## src/rtl/hp_pkg.sv

```systemverilog
package hp_pkg;

  typedef enum logic [1:0] {
    PH_RUN     = 2'd0,
    PH_DRAIN   = 2'd1,
    PH_REBUILD = 2'd2
  } hp_phase_e;

  localparam int unsigned REG_WORDS = 4;
  localparam int unsigned REG_AW    = $clog2(REG_WORDS * 4);

  localparam logic [1:0] W_UP    = 2'd0;
  localparam logic [1:0] W_DOWN  = 2'd1;
  localparam logic [1:0] W_EJECT = 2'd2;
  localparam logic [1:0] W_RMV   = 2'd3;

  localparam int unsigned HP_STS_BIT = 1;

  function automatic logic full_word(input logic [3:0] be, input logic [1:0] lo);
    return (be == 4'hF) && (lo == 2'b00);
  endfunction

endpackage

```

## src/rtl/hp_slot_state.sv

```systemverilog
module hp_slot_state
  import hp_pkg::*;
#(
  parameter int unsigned NSLOTS = 32
) (
  input  logic              clk,
  input  logic              rst_n,
  input  logic              plat_rst,
  input  logic [NSLOTS-1:0] ins_req,
  input  logic [NSLOTS-1:0] ins_cold,
  input  logic [NSLOTS-1:0] rem_req,
  input  logic [NSLOTS-1:0] fixed_mask,
  input  logic [NSLOTS-1:0] populated,
  input  logic              ej_wr,
  input  logic [NSLOTS-1:0] ej_data,
  output logic [NSLOTS-1:0] present,
  output logic [NSLOTS-1:0] pending,
  output logic [NSLOTS-1:0] removable,
  output logic              busy,
  output logic              drain_act,
  output logic              rebuild_act,
  output logic              hot_set,
  output logic              ej_fire,
  output logic [NSLOTS-1:0] ej_low
);

  function automatic logic [NSLOTS-1:0] lowest_one(input logic [NSLOTS-1:0] v);
    return v & (~v + NSLOTS'(1));
  endfunction

  hp_phase_e         phase_q, phase_d;
  logic [NSLOTS-1:0] pres_d, pend_d, rmv_d;
  logic [NSLOTS-1:0] drop;
  logic [NSLOTS-1:0] ej_clr;
  logic              run;

  assign run         = (phase_q == PH_RUN);
  assign busy        = !run;
  assign drain_act   = (phase_q == PH_DRAIN);
  assign rebuild_act = (phase_q == PH_REBUILD);

  assign ej_low  = lowest_one(ej_data);
  assign ej_fire = ej_wr && run && (|ej_data);
  assign ej_clr  = ej_fire ? ej_low : '0;
  assign hot_set = run && ((|(ins_req & ~ins_cold)) || (|rem_req));
  assign drop    = lowest_one(pending);

  always_comb begin
    phase_d = phase_q;
    pres_d  = present;
    pend_d  = pending;
    rmv_d   = removable;
    unique case (phase_q)
      PH_RUN: begin
        pend_d = (pending & ~ej_clr) | rem_req;
        pres_d = (present & ~(ej_clr & removable)) | ins_req;
        if (plat_rst) phase_d = PH_DRAIN;
      end
      PH_DRAIN: begin
        if (pending != '0) begin
          pend_d = pending & ~drop;
          pres_d = present & ~(drop & removable);
        end else begin
          phase_d = PH_REBUILD;
        end
      end
      PH_REBUILD: begin
        rmv_d   = ~fixed_mask;
        pres_d  = populated;
        phase_d = PH_RUN;
      end
      default: phase_d = PH_DRAIN;
    endcase
  end

  always_ff @(posedge clk or negedge rst_n) begin
    if (!rst_n) begin
      phase_q   <= PH_DRAIN;
      present   <= '0;
      pending   <= '0;
      removable <= '0;
    end else begin
      phase_q   <= phase_d;
      present   <= pres_d;
      pending   <= pend_d;
      removable <= rmv_d;
    end
  end

endmodule

```

## src/rtl/hp_evt_block.sv

```systemverilog
module hp_evt_block
  import hp_pkg::*;
#(
  parameter int unsigned EVT_BYTES = 4
) (
  input  logic                         clk,
  input  logic                         rst_n,
  input  logic                         sel,
  input  logic                         we,
  input  logic [$clog2(EVT_BYTES)-1:0] addr,
  input  logic [7:0]                   wdata,
  input  logic                         hot_set,
  output logic [7:0]                   rdata,
  output logic                         evt_out,
  output logic                         sts_hp
);

  localparam int unsigned HALF = EVT_BYTES / 2;
  localparam int unsigned AW   = $clog2(EVT_BYTES);

  logic [7:0] sts_arr [HALF];
  logic [7:0] en_arr  [HALF];
  logic       wr_en;

  assign wr_en = sel && we;

  for (genvar gi = 0; gi < HALF; gi++) begin : g_byte
    localparam bit HAS_HP = (gi == 0);
    logic [7:0] sts_r, sts_nx, en_r;

    always_comb begin
      sts_nx = sts_r;
      if (wr_en && (addr == AW'(gi))) sts_nx = sts_r & ~wdata;
      if (HAS_HP && hot_set) sts_nx[HP_STS_BIT] = 1'b1;
    end

    always_ff @(posedge clk or negedge rst_n) begin
      if (!rst_n) begin
        sts_r <= '0;
        en_r  <= '0;
      end else begin
        sts_r <= sts_nx;
        if (wr_en && (addr == AW'(gi + HALF))) en_r <= wdata;
      end
    end

    assign sts_arr[gi] = sts_r;
    assign en_arr[gi]  = en_r;
  end

  always_comb begin
    rdata = '0;
    if (sel && !we) begin
      for (int i = 0; i < HALF; i++) begin
        if (addr == AW'(i))        rdata = sts_arr[i];
        if (addr == AW'(i + HALF)) rdata = en_arr[i];
      end
    end
  end

  assign sts_hp  = sts_arr[0][HP_STS_BIT];
  assign evt_out = sts_arr[0][HP_STS_BIT] & en_arr[0][HP_STS_BIT];

endmodule

```

## src/rtl/hp_reg_window.sv

```systemverilog
module hp_reg_window
  import hp_pkg::*;
#(
  parameter int unsigned NSLOTS = 32
) (
  input  logic              sel,
  input  logic              we,
  input  logic [REG_AW-1:0] addr,
  input  logic [3:0]        be,
  input  logic [NSLOTS-1:0] wdata,
  input  logic [NSLOTS-1:0] present,
  input  logic [NSLOTS-1:0] pending,
  input  logic [NSLOTS-1:0] removable,
  output logic [NSLOTS-1:0] rdata,
  output logic              ej_wr,
  output logic [NSLOTS-1:0] ej_data
);

  logic       full;
  logic [1:0] word;

  assign full = full_word(be, addr[1:0]);
  assign word = addr[REG_AW-1:2];

  always_comb begin
    rdata = '0;
    if (sel && !we && full) begin
      unique case (word)
        W_UP:    rdata = present & removable;
        W_DOWN:  rdata = pending;
        W_EJECT: rdata = '0;
        W_RMV:   rdata = removable;
        default: rdata = '0;
      endcase
    end
  end

  assign ej_wr   = sel && we && full && (word == W_EJECT);
  assign ej_data = wdata;

endmodule

```

## src/rtl/hpslot_evt_ctrl.sv

```systemverilog
module hpslot_evt_ctrl
  import hp_pkg::*;
#(
  parameter int unsigned NSLOTS    = 32,
  parameter int unsigned EVT_BYTES = 4
) (
  input  logic                         clk,
  input  logic                         rst_n,
  input  logic                         plat_rst,
  input  logic [NSLOTS-1:0]            ins_req,
  input  logic [NSLOTS-1:0]            ins_cold,
  input  logic [NSLOTS-1:0]            rem_req,
  input  logic [NSLOTS-1:0]            fixed_mask,
  input  logic [NSLOTS-1:0]            populated,
  input  logic                         reg_sel,
  input  logic                         reg_we,
  input  logic [3:0]                   reg_addr,
  input  logic [3:0]                   reg_be,
  input  logic [NSLOTS-1:0]            reg_wdata,
  output logic [NSLOTS-1:0]            reg_rdata,
  input  logic                         evt_sel,
  input  logic                         evt_we,
  input  logic [$clog2(EVT_BYTES)-1:0] evt_addr,
  input  logic [7:0]                   evt_wdata,
  output logic [7:0]                   evt_rdata,
  output logic                         evt_out,
  output logic [NSLOTS-1:0]            slot_present,
  output logic                         busy
);

  logic [NSLOTS-1:0] present_v, pending_v, removable_v;
  logic [NSLOTS-1:0] ej_data, ej_low;
  logic              ej_wr, ej_fire, hot_set, sts_hp;
  logic              drain_act, rebuild_act;

  hp_reg_window #(.NSLOTS(NSLOTS)) u_win (
    .sel       (reg_sel),
    .we        (reg_we),
    .addr      (reg_addr),
    .be        (reg_be),
    .wdata     (reg_wdata),
    .present   (present_v),
    .pending   (pending_v),
    .removable (removable_v),
    .rdata     (reg_rdata),
    .ej_wr     (ej_wr),
    .ej_data   (ej_data)
  );

  hp_slot_state #(.NSLOTS(NSLOTS)) u_slots (
    .clk         (clk),
    .rst_n       (rst_n),
    .plat_rst    (plat_rst),
    .ins_req     (ins_req),
    .ins_cold    (ins_cold),
    .rem_req     (rem_req),
    .fixed_mask  (fixed_mask),
    .populated   (populated),
    .ej_wr       (ej_wr),
    .ej_data     (ej_data),
    .present     (present_v),
    .pending     (pending_v),
    .removable   (removable_v),
    .busy        (busy),
    .drain_act   (drain_act),
    .rebuild_act (rebuild_act),
    .hot_set     (hot_set),
    .ej_fire     (ej_fire),
    .ej_low      (ej_low)
  );

  hp_evt_block #(.EVT_BYTES(EVT_BYTES)) u_evt (
    .clk     (clk),
    .rst_n   (rst_n),
    .sel     (evt_sel),
    .we      (evt_we),
    .addr    (evt_addr),
    .wdata   (evt_wdata),
    .hot_set (hot_set),
    .rdata   (evt_rdata),
    .evt_out (evt_out),
    .sts_hp  (sts_hp)
  );

  assign slot_present = present_v;

endmodule

```

## config.mk

```make
export PLATFORM = sky130hd
export DESIGN_NAME = hpslot_evt_ctrl
export DESIGN_NICKNAME = d
export VERILOG_FILES = /design/src/rtl/hp_pkg.sv /design/src/rtl/hp_slot_state.sv /design/src/rtl/hp_evt_block.sv /design/src/rtl/hp_reg_window.sv /design/src/rtl/hpslot_evt_ctrl.sv
export SDC_FILE = /design/constraint.sdc
export NUM_CORES = 1
export LEC_CHECK = 0
export ABC_AREA = 1
export BUFFER_PORTS_ARGS = -buffer_cell sky130_fd_sc_hd__buf_2
export CAP_MARGIN = 25
export CORE_AREA = 3 3 191 119
export CTS_CLUSTER_DIAMETER = 120
export CTS_CLUSTER_SIZE = 28
export DETAILED_ROUTE_END_ITERATION = 7
export DIE_AREA = 0 0 194 122
export PLACE_DENSITY_LB_ADDON = 0.2
export SYNTH_ARGS = -nofsm -noshare
export SYNTH_HDL_FRONTEND = slang
export SYNTH_HIERARCHICAL = 1
export SYNTH_SLANG_ARGS = --single-unit
```

## constraint.sdc

```tcl
create_clock -name clk -period 4.1 [get_ports clk]
set_input_delay 0.41 -clock clk [delete_from_list [all_inputs] [get_ports clk]]
set_output_delay 0.41 -clock clk [all_outputs]
set_load 0.02 [all_outputs]
```

### Word level (Yosys, flattened, before mapping)

Cells that the tools add are included.

| word-level totals | value |
|---|---|
| word-level logic and storage cells | 97 |
| output and inout bits | 74 |
| bits in registers | 130 |
| bits of input ports | 217 |

| operators by class | value |
|---|---|
| add/subtract/negate cells | 2 |
| multiplexer cells | 17 |
| bitwise operators | 24 |
| eq/ne operators | 12 |
| reductions and logical operators | 33 |

Operator list:

| cell | number |
|---|---|
| $and A32 B32 Y32 | 10 |
| $not A32 Y32 | 8 |
| $mux W32 | 4 |
| $pmux W32 S4 | 1 |
| $pmux W32 S3 | 1 |
| $reduce_or A32 Y1 | 3 |
| $add A32 B1 Y32 const B | 2 |
| $or A32 B32 Y32 | 2 |
| $pmux W32 S2 | 1 |
| $mux W8 | 5 |
| $reduce_bool A32 Y1 | 1 |
| $and A8 B8 Y8 | 2 |
| $logic_and A1 B1 Y1 | 15 |
| $eq A2 B2 Y1 const B | 5 |
| $logic_not A2 Y1 | 4 |
| $not A8 Y8 | 1 |
| $eq A2 B1 Y1 const B | 3 |
| $mux W2 | 3 |
| $pmux W2 S3 | 1 |
| $reduce_and A2 Y1 | 3 |
| $eq A4 B4 Y1 const B | 1 |
| $ne A2 B2 Y1 const B | 2 |
| $reduce_bool A2 Y1 | 2 |
| $logic_not A1 Y1 | 3 |
| 5 further kinds | 5 |

### Logic depth before layout (Yosys ltp)

Gate-level depths: netlist of the first run.

| depth | value |
|---|---|
| word-level depth | 12 |
| depth in mapped cells | 13 |
| mapped depth without buffers | 11 |

### Hierarchy

The synthesis of the first run kept the hierarchy.

By module, submodules not included:

| module | cells each | sequential area each (sq um) | instances | area an instance (sq um) |
|---|---|---|---|---|
| hp_slot_state | 1,296 | 2,453.6 | 1 | 7,712.4 |
| hp_reg_window | 329 | 0.0 | 1 | 1,498.9 |
| hp_evt_block | 177 | 800.8 | 1 | 1,453.9 |

### Least setup slack after synthesis of the first run

Ideal clock, no wire load.

| timing path | value |
|---|---|
| path kind | reg-to-reg |
| from | reg u_slots.phase_q[0] |
| to | reg u_slots.present[2] |
| buffers on the path | 2 |
| slack | 2.206 ns |
| stages on the path, launching flop included | 12 |
| period minus slack after synthesis | 1.894 ns |
| data required time | 3.987 ns |
| library setup time | 0.113 ns |
| arrival time | 1.781 ns |
| cell sequence | dfstp_2 inv_1 ha_1 clkbuf_1 clkinv_1 clkbuf_1 a21oi_1 o21ai_0 nand2_1 nand2_1 nand2_1 inv_1 |

| on the way | value |
|---|---|
| cells in the longest elaborated chain, start to end | 9 |
| elaborated cells on any way between the ends | 14 |

RTL lines:

| item | line | RTL |
|---|---|---|
| start, declared | hp_slot_state.sv:31 | `hp_phase_e phase_q, phase_d;` |
| start signal, assigned | hp_slot_state.sv:83 | `phase_q <= phase_d;` |
| $logic_not A2 Y1 | hp_slot_state.sv:37, hp_slot_state.sv:53 |  |
| $logic_and A1 B1 Y1 (2 in series) | hp_slot_state.sv:43 | `assign ej_fire = ej_wr && run && (\|ej_data);` |
| $mux W32 | hp_slot_state.sv:44 | `assign ej_clr = ej_fire ? ej_low : '0;` |
| $and A32 B32 Y32 | hp_slot_state.sv:56 | `pres_d = (present & ~(ej_clr & removable)) \| ins_req;` |
| $not A32 Y32 | hp_slot_state.sv:56 |  |
| $and A32 B32 Y32 | hp_slot_state.sv:56 |  |
| $or A32 B32 Y32 | hp_slot_state.sv:56 |  |
| $pmux W32 S3 | hp_slot_state.sv:53 | `unique case (phase_q)` |
| end signal, assigned | hp_slot_state.sv:84 | `present <= pres_d;` |
| end, declared | hp_slot_state.sv:16 | `output logic [NSLOTS-1:0] present,` |

Parallel ways exist; a longest one is shown, timed or not.
A chain may end at the register's enable or synchronous reset.

### Final worst setup path of the first run

| timing path | value |
|---|---|
| from | reg u_slots.phase_q[1] |
| to | reg u_slots.pending[31] |

| on the way | value |
|---|---|
| cells in the longest elaborated chain, start to end | 8 |
| elaborated cells on any way between the ends | 12 |

RTL lines:

| item | line | RTL |
|---|---|---|
| $logic_not A2 Y1 | hp_slot_state.sv:37, hp_slot_state.sv:53 |  |
| $logic_and A1 B1 Y1 (2 in series) | hp_slot_state.sv:43 |  |
| $mux W32 | hp_slot_state.sv:44 |  |
| $not A32 Y32 | hp_slot_state.sv:55 | `pend_d = (pending & ~ej_clr) \| rem_req;` |
| $and A32 B32 Y32 | hp_slot_state.sv:55 |  |
| $or A32 B32 Y32 | hp_slot_state.sv:55 |  |
| $pmux W32 S2 | hp_slot_state.sv:53 |  |
| end signal, assigned | hp_slot_state.sv:85 | `pending <= pend_d;` |
| end, declared | hp_slot_state.sv:17 | `output logic [NSLOTS-1:0] pending,` |

Parallel ways exist; a longest one is shown, timed or not.

==> reports/results.ini, run 1 <==
[cts]
clockBufferDepth = 2
cts.sinks = 130
cts-hold-fix-buffers = 0
clk-insertion-delay-late_ns = 0.44
cts_tree = done
post-cts-setup-buffers = 0
cts_made_buffers = 17
cts-root-buf = clkbuf_16
cts_resized = 0
htree_levels = 4
clkTransAtPathRegs_ns = 0.06

[final_layout]
drive_gt1_share_pct = 17.67
area_delta_synth_final_pct = 18.01
nNetsFinal = 2245
fillers = 2127

[floorplanning]
core-area_um2 = 20930
initial_utilization_pct = 50.92
fp.dieArea_um2 = 23670
die_width_um = 194
boundaryPins = 291
rows = 41
die_y_um = 122

[route]
drcViolationCount = 0
num_vias = 12980
drt-pass1-iter-count = 6
drtIter0Drc = 1972
wl_per_cell_um = 19.97
ant_nets = 0
vias_per_cell = 5.603
wirelength_um = 46280

[critical_path]
r2r_end = u_slots/pending[31]
critPathLaunchType = flip-flop
critical_path_arrival_ns = 2.92
r2r_setup_slack_ns = 1.51
endpoint_kind = flip-flop
path_class = reg -> reg
required_ns = 4.43
timing.rr.start = u_slots/phase_q[1]
worst-r2r-cell-count = 9
cp_max_fo = 36

[sta]
clock-skew-final_ns = 0.007119
max_clock_freq_mhz = 386.6
final_hold_viol_count = 0
post-route-period-util_pct = 63.09
fin_setup_tns_ns = 0
rsz0062_at_grt = false
fin_crit_ns = 2.587
worst_pin_slew_ns = 0.9593
slew_violations = 0
setup_viol = 0
max_slew_margin_pct = 35.89

[power_and_ir_drop]
vdd_ir_drop_max_uv = 446.6
p_per_area_nw_per_um2 = 669.9
p_total_uw = 8425
leakagePower_uw = 0.007205

[flow_run]
maxCapViolCount = 0

[yosys]
ys_warn_count = 6
synth_nets = 2022
synth_area_per_cell_um2 = 5.918
synth_cells = 1801
synth_area_um2 = 10660

[grt]
grt_pass1_vias = 11530
grt_pass1_wl_um = 68190
antenna_found_initial = 1
track_usage_pct = 38.07
grt_remaining_overflow = 0
grt_max_degree = 65

[placed_design]
routabilityCongestion = 1.030
portBuffers = 290
post-dp-hpwl_um = 35940

[run_status]
status = finished, final reports clean

[min_path]
hold_path.class = in -> async

-- stage by stage --
| stage | cell area (um2) | worst slack [ns] | cells | utilization, % | hold WS, ns |
|---|---|---|---|---|---|
| 3_3_place_gp | 11970 | 1.486 | 2283 | 57.17 | 0.4636 |
| 3_5_place_dp | 11970 | 1.380 | 2283 | 57.17 | 0.4703 |
| 2_1_floorplan | 10660 | 2.206 | 1801 | - | 0.1144 |
| 4_1_cts | 12550 | 1.609 | 2315 | 59.98 | 0.1302 |
| 6_report | 12580 | 1.513 | 2317 | 60.09 | 0.07127 |
| 5_1_grt | 12580 | 1.333 | 2317 | 60.09 | 0.1360 |
-- worst max-delay path by stage --
stage,from,endpoint,cells past startpoint
after floorplan,u_slots/phase_q[0],u_slots/present[2],11
after global placement,reg_addr[3],u_slots/present[15],10
after detailed placement,reg_addr[3],u_slots/present[14],10
after CTS,u_slots/pending[1],u_slots/present[13],12
after global routing,u_slots/phase_q[1],u_slots/pending[31],9
final,u_slots/phase_q[1],u_slots/pending[31],9
-- final cells by class --
type / instances / area, um2 / area share, %
Antenna cell: 1 / 2.502 / 0.01990
Tap cell: 279 / 349.1 / 2.776
Inverter: 233 / 877.1 / 6.974
Clock inverter: 13 / 146.4 / 1.164
Timing Repair Buffer: 306 / 1587 / 12.61
Sequential cell: 130 / 3254 / 25.88
Clock buffer: 19 / 442.9 / 3.522
Multi-Input combinational cell: 1336 / 5918 / 47.06
-- routing by layer --
metal / share of wire (%) / wire length, um / GRT usage, % / up-vias
met3: 18 / 8248 / 19.18 / 42
met1: 45 / 20860 / 58.26 / 5956
li1: - / - / - / 6044
met4: 1.2 / 536 / 6.679 / 2
met2: 36 / 16550 / 46.57 / 939
met5: 0.19 / 88 / 2.881 / -
-- worst max-delay path, cell delays in order, from the launching register on --
cell and delay (ns):
dfrtp_1 0.41, inv_1 0.09, ha_1 0.32, inv_1 0.11, nor2_1 0.46, inv_2 0.36, nand2_4 0.42, o21ai_0 0.17
nand2_1 0.09, nand2_1 0.05
-- power by group --
group	switching [uW]	internal (uW)
Combinational	2730	1420
Clock	653	920
Sequential	913	1790
-- registers in the layout, summed over array words and instances (netlist names) --
| signal | flops |
|---|---|
| u_slots/pending | 32 |
| u_slots/phase_q | 2 |
| u_slots/present | 32 |
| u_evt/g_byte.sts_r | 16 |
| u_evt/g_byte.en_r | 16 |
| u_slots/removable | 32 |
-- placed cells by master, fill, tap and decap left out, types with 4 or more instances in the layout --
master,count
nand2_1,705
buf_2,289
inv_1,226
nor2_1,209
dfrtp_1,129
nand3_1,128
a21oi_1,68
o21ai_0,65
nand4_1,33
nor3b_1,21
o21bai_1,21
clkbuf_16,17
buf_4,16
o22ai_1,16
o211ai_1,12
nand3b_1,9
nor4_1,8
nor3_1,6
inv_6,5
o21a_1,5
nor2_4,5
inv_2,4
o21ai_1,4
Power figures use the tool's default switching activity.
==> inputs of run 2 (changes only) <==
==> constraint.sdc (replaced) <==
create_clock -name clk -period 2.5 [get_ports clk]
set_input_delay 0.25 -clock clk [delete_from_list [all_inputs] [get_ports clk]]
set_output_delay 0.25 -clock clk [all_outputs]
set_load 0.02 [all_outputs]
==> reports/results.ini, run 2 (synthesized netlist as in run 1, its figures left out) <==
[run_status]
status = finished, final reports clean

[cts]
cts_made_buffers = 17  ; unchanged
cts_resized = 0  ; unchanged
post-cts-setup-buffers = 0  ; unchanged
cts.sinks = 130  ; unchanged
cts_tree = done
cts-root-buf = clkbuf_16
htree_levels = 4  ; unchanged
clockBufferDepth = 2  ; unchanged
clk-insertion-delay-late_ns = 0.44  ; about the same
clkTransAtPathRegs_ns = 0.06  ; about the same
cts-hold-fix-buffers = 18  ; +18

[critical_path]
critPathTopFamily = simple AND/OR/NAND/NOR gates
timing.rr.start = u_slots/pending[1]
worst_path_most_repeated_cell = nor2_4
crit_buf_inv = 2  ; -1
crit_slowest_cell = dfrtp_1
crit_start = u_slots/pending[1]
critical_path_arrival_ns = 2.63  ; -0.29 ns
critPathLaunchType = flip-flop
cpPeakStageDelay_ns = 0.48  ; +0.02 ns
endpoint_kind = flip-flop
path_class = reg -> reg
cp_max_fo = 14  ; -61%
required_ns = 2.87  ; -1.56 ns
crit_chain = nor2_4 -> nand2_2 -> nor2_4 -> nand2_4 -> o21ai_4 -> buf_4 -> inv_2 -> nand3b_1 -> nand3_1 -> nand2_1

[final_layout]
area_delta_synth_final_pct = 22.66
final_util_pct = 62.46  ; +2.4 points
nNetsFinal = 2296  ; +2.3%
drive_gt1_share_pct = 18.82  ; +1.1 points
final_cell_mix = 705 x nand2_1, 289 x buf_2, 226 x inv_1, 209 x nor2_1, 129 x dfrtp_1
layout_commonest_cell = nand2_1
largestRegisters = u_slots/pending (32), u_slots/present (32), u_slots/removable (32)
design_area_um2 = 13070  ; +3.9%
n_antenna_cell = 0  ; -1

[sta]
setup_slack_ns = 0.2439  ; -1.269 ns
max_clock_freq_mhz = 443.2  ; +15%
rsz0062_at_grt = false
setup_viol = 0  ; unchanged
clock-skew-final_ns = 0.009312  ; +0.002193 ns
holdWs_ns = 0.008527  ; -0.06274 ns
fin_crit_ns = 2.256  ; -0.3307 ns
slew_violations = 0  ; unchanged
final_hold_viol_count = 0  ; unchanged
post-route-period-util_pct = 90.25  ; +27 points
max_slew_margin_pct = 40.95  ; +5.1 points
fin_setup_tns_ns = 0  ; unchanged
worst_pin_slew_ns = 0.8839  ; -0.07539 ns

[route]
drcViolationCount = 0  ; unchanged
wl_per_cell_um = 20.30  ; +1.7%
drt-pass1-iter-count = 6  ; unchanged
wirelength_um = 48060  ; +3.8%
ant_nets = 0  ; unchanged
num_vias = 13250  ; +2.0%
drtIter0Drc = 1856  ; -5.9%
vias_per_cell = 5.597  ; -0.12%

[placed_design]
post-dp-hpwl_um = 37820  ; +5.2%
routabilityCongestion = 1.030  ; about the same
portBuffers = 290  ; unchanged
dpl-instance-area_um2 = 12310  ; +2.9%
post-place-ws_ns = 0.3467  ; -1.033 ns

[grt]
antenna_found_initial = 0  ; -1
gr-max-usage-layer = met1
grt_pass1_vias = 11670  ; +1.2%
grt_util_met2_pct = 49.49  ; +2.9 points
grt_pass1_wl_um = 70930  ; +4.0%
grt_use_met3_pct = 19.26  ; +0.083 points
grt_max_degree = 48  ; -26%
track_usage_pct = 39.60  ; +1.5 points
grt_remaining_overflow = 0  ; unchanged
use_met1_pct = 61.02  ; +2.8 points

[min_path]
hold_path.startpoint = fixed_mask[8]
hold_path.class = in -> reg

[floorplanning]
rows = 41  ; unchanged
core-area_um2 = 20930  ; unchanged
initial_utilization_pct = 50.92  ; unchanged
fp.dieArea_um2 = 23670  ; unchanged
boundaryPins = 291  ; unchanged
die_width_um = 194  ; unchanged
die_y_um = 122  ; unchanged

[flow_run]
maxCapViolCount = 0  ; unchanged

[power_and_ir_drop]
vdd_ir_drop_max_uv = 797.0  ; +78%
p_per_area_nw_per_um2 = 1092  ; +63%
leakagePower_uw = 0.007464  ; +3.6%

run 2: per-stage QoR:
stage | power (uW) | std cells
after floorplan | 8653 | 1801
after global placement | 11210 | 2317
after detailed placement | 11310 | 2317
after CTS | 13940 | 2367
after global routing | 15170 | 2367
final | 14270 | 2367
run 2: final cells by class:
| cell class | count | area, um2 |
|---|---|---|
| Multi-Input combinational cell | 1336 | 5908 |
| Clock buffer | 17 | 425.4 |
| Inverter | 233 | 877.1 |
| Tap cell | 279 | 349.1 |
| Clock inverter | 15 | 156.4 |
| Sequential cell | 130 | 3254 |
| Timing Repair Buffer | 357 | 2102 |
| Fill cell | 2001 | 7858 |
run 2: power by group:
part	internal [uW]	switching (uW)	total [uW]	leakage, uW
clock	1480	1090	2560	0.000284
combinational	2580	4800	7380	0.00569
sequential	2940	1390	4330	0.00149
total	6990	7280	14300	0.00746
run 2: path summary, 6_finish.rpt:
kind                                                 end  slack, ns  cells after the start
worst max-delay path                 u_slots/pending[19]       0.24                     10
worst min-delay path                u_slots/removable[8]      0.009                      2
worst max register to register       u_slots/pending[19]       0.24                     10
worst min register to register  u_evt/g_byte[0].sts_r[6]       0.49                      1
max in group asynchronous            u_slots/present[18]       1.58                      3
min in group asynchronous           u_slots/removable[1]       0.19                      2
run 2: metal layers:
| layer | share of wire [%] | routed length (um) |
|---|---|---|
| met2 | 37 | 17590 |
| met4 | 0.86 | 411 |
| met1 | 44 | 21260 |
| met3 | 18 | 8794 |
| met5 | 0 | 0 |
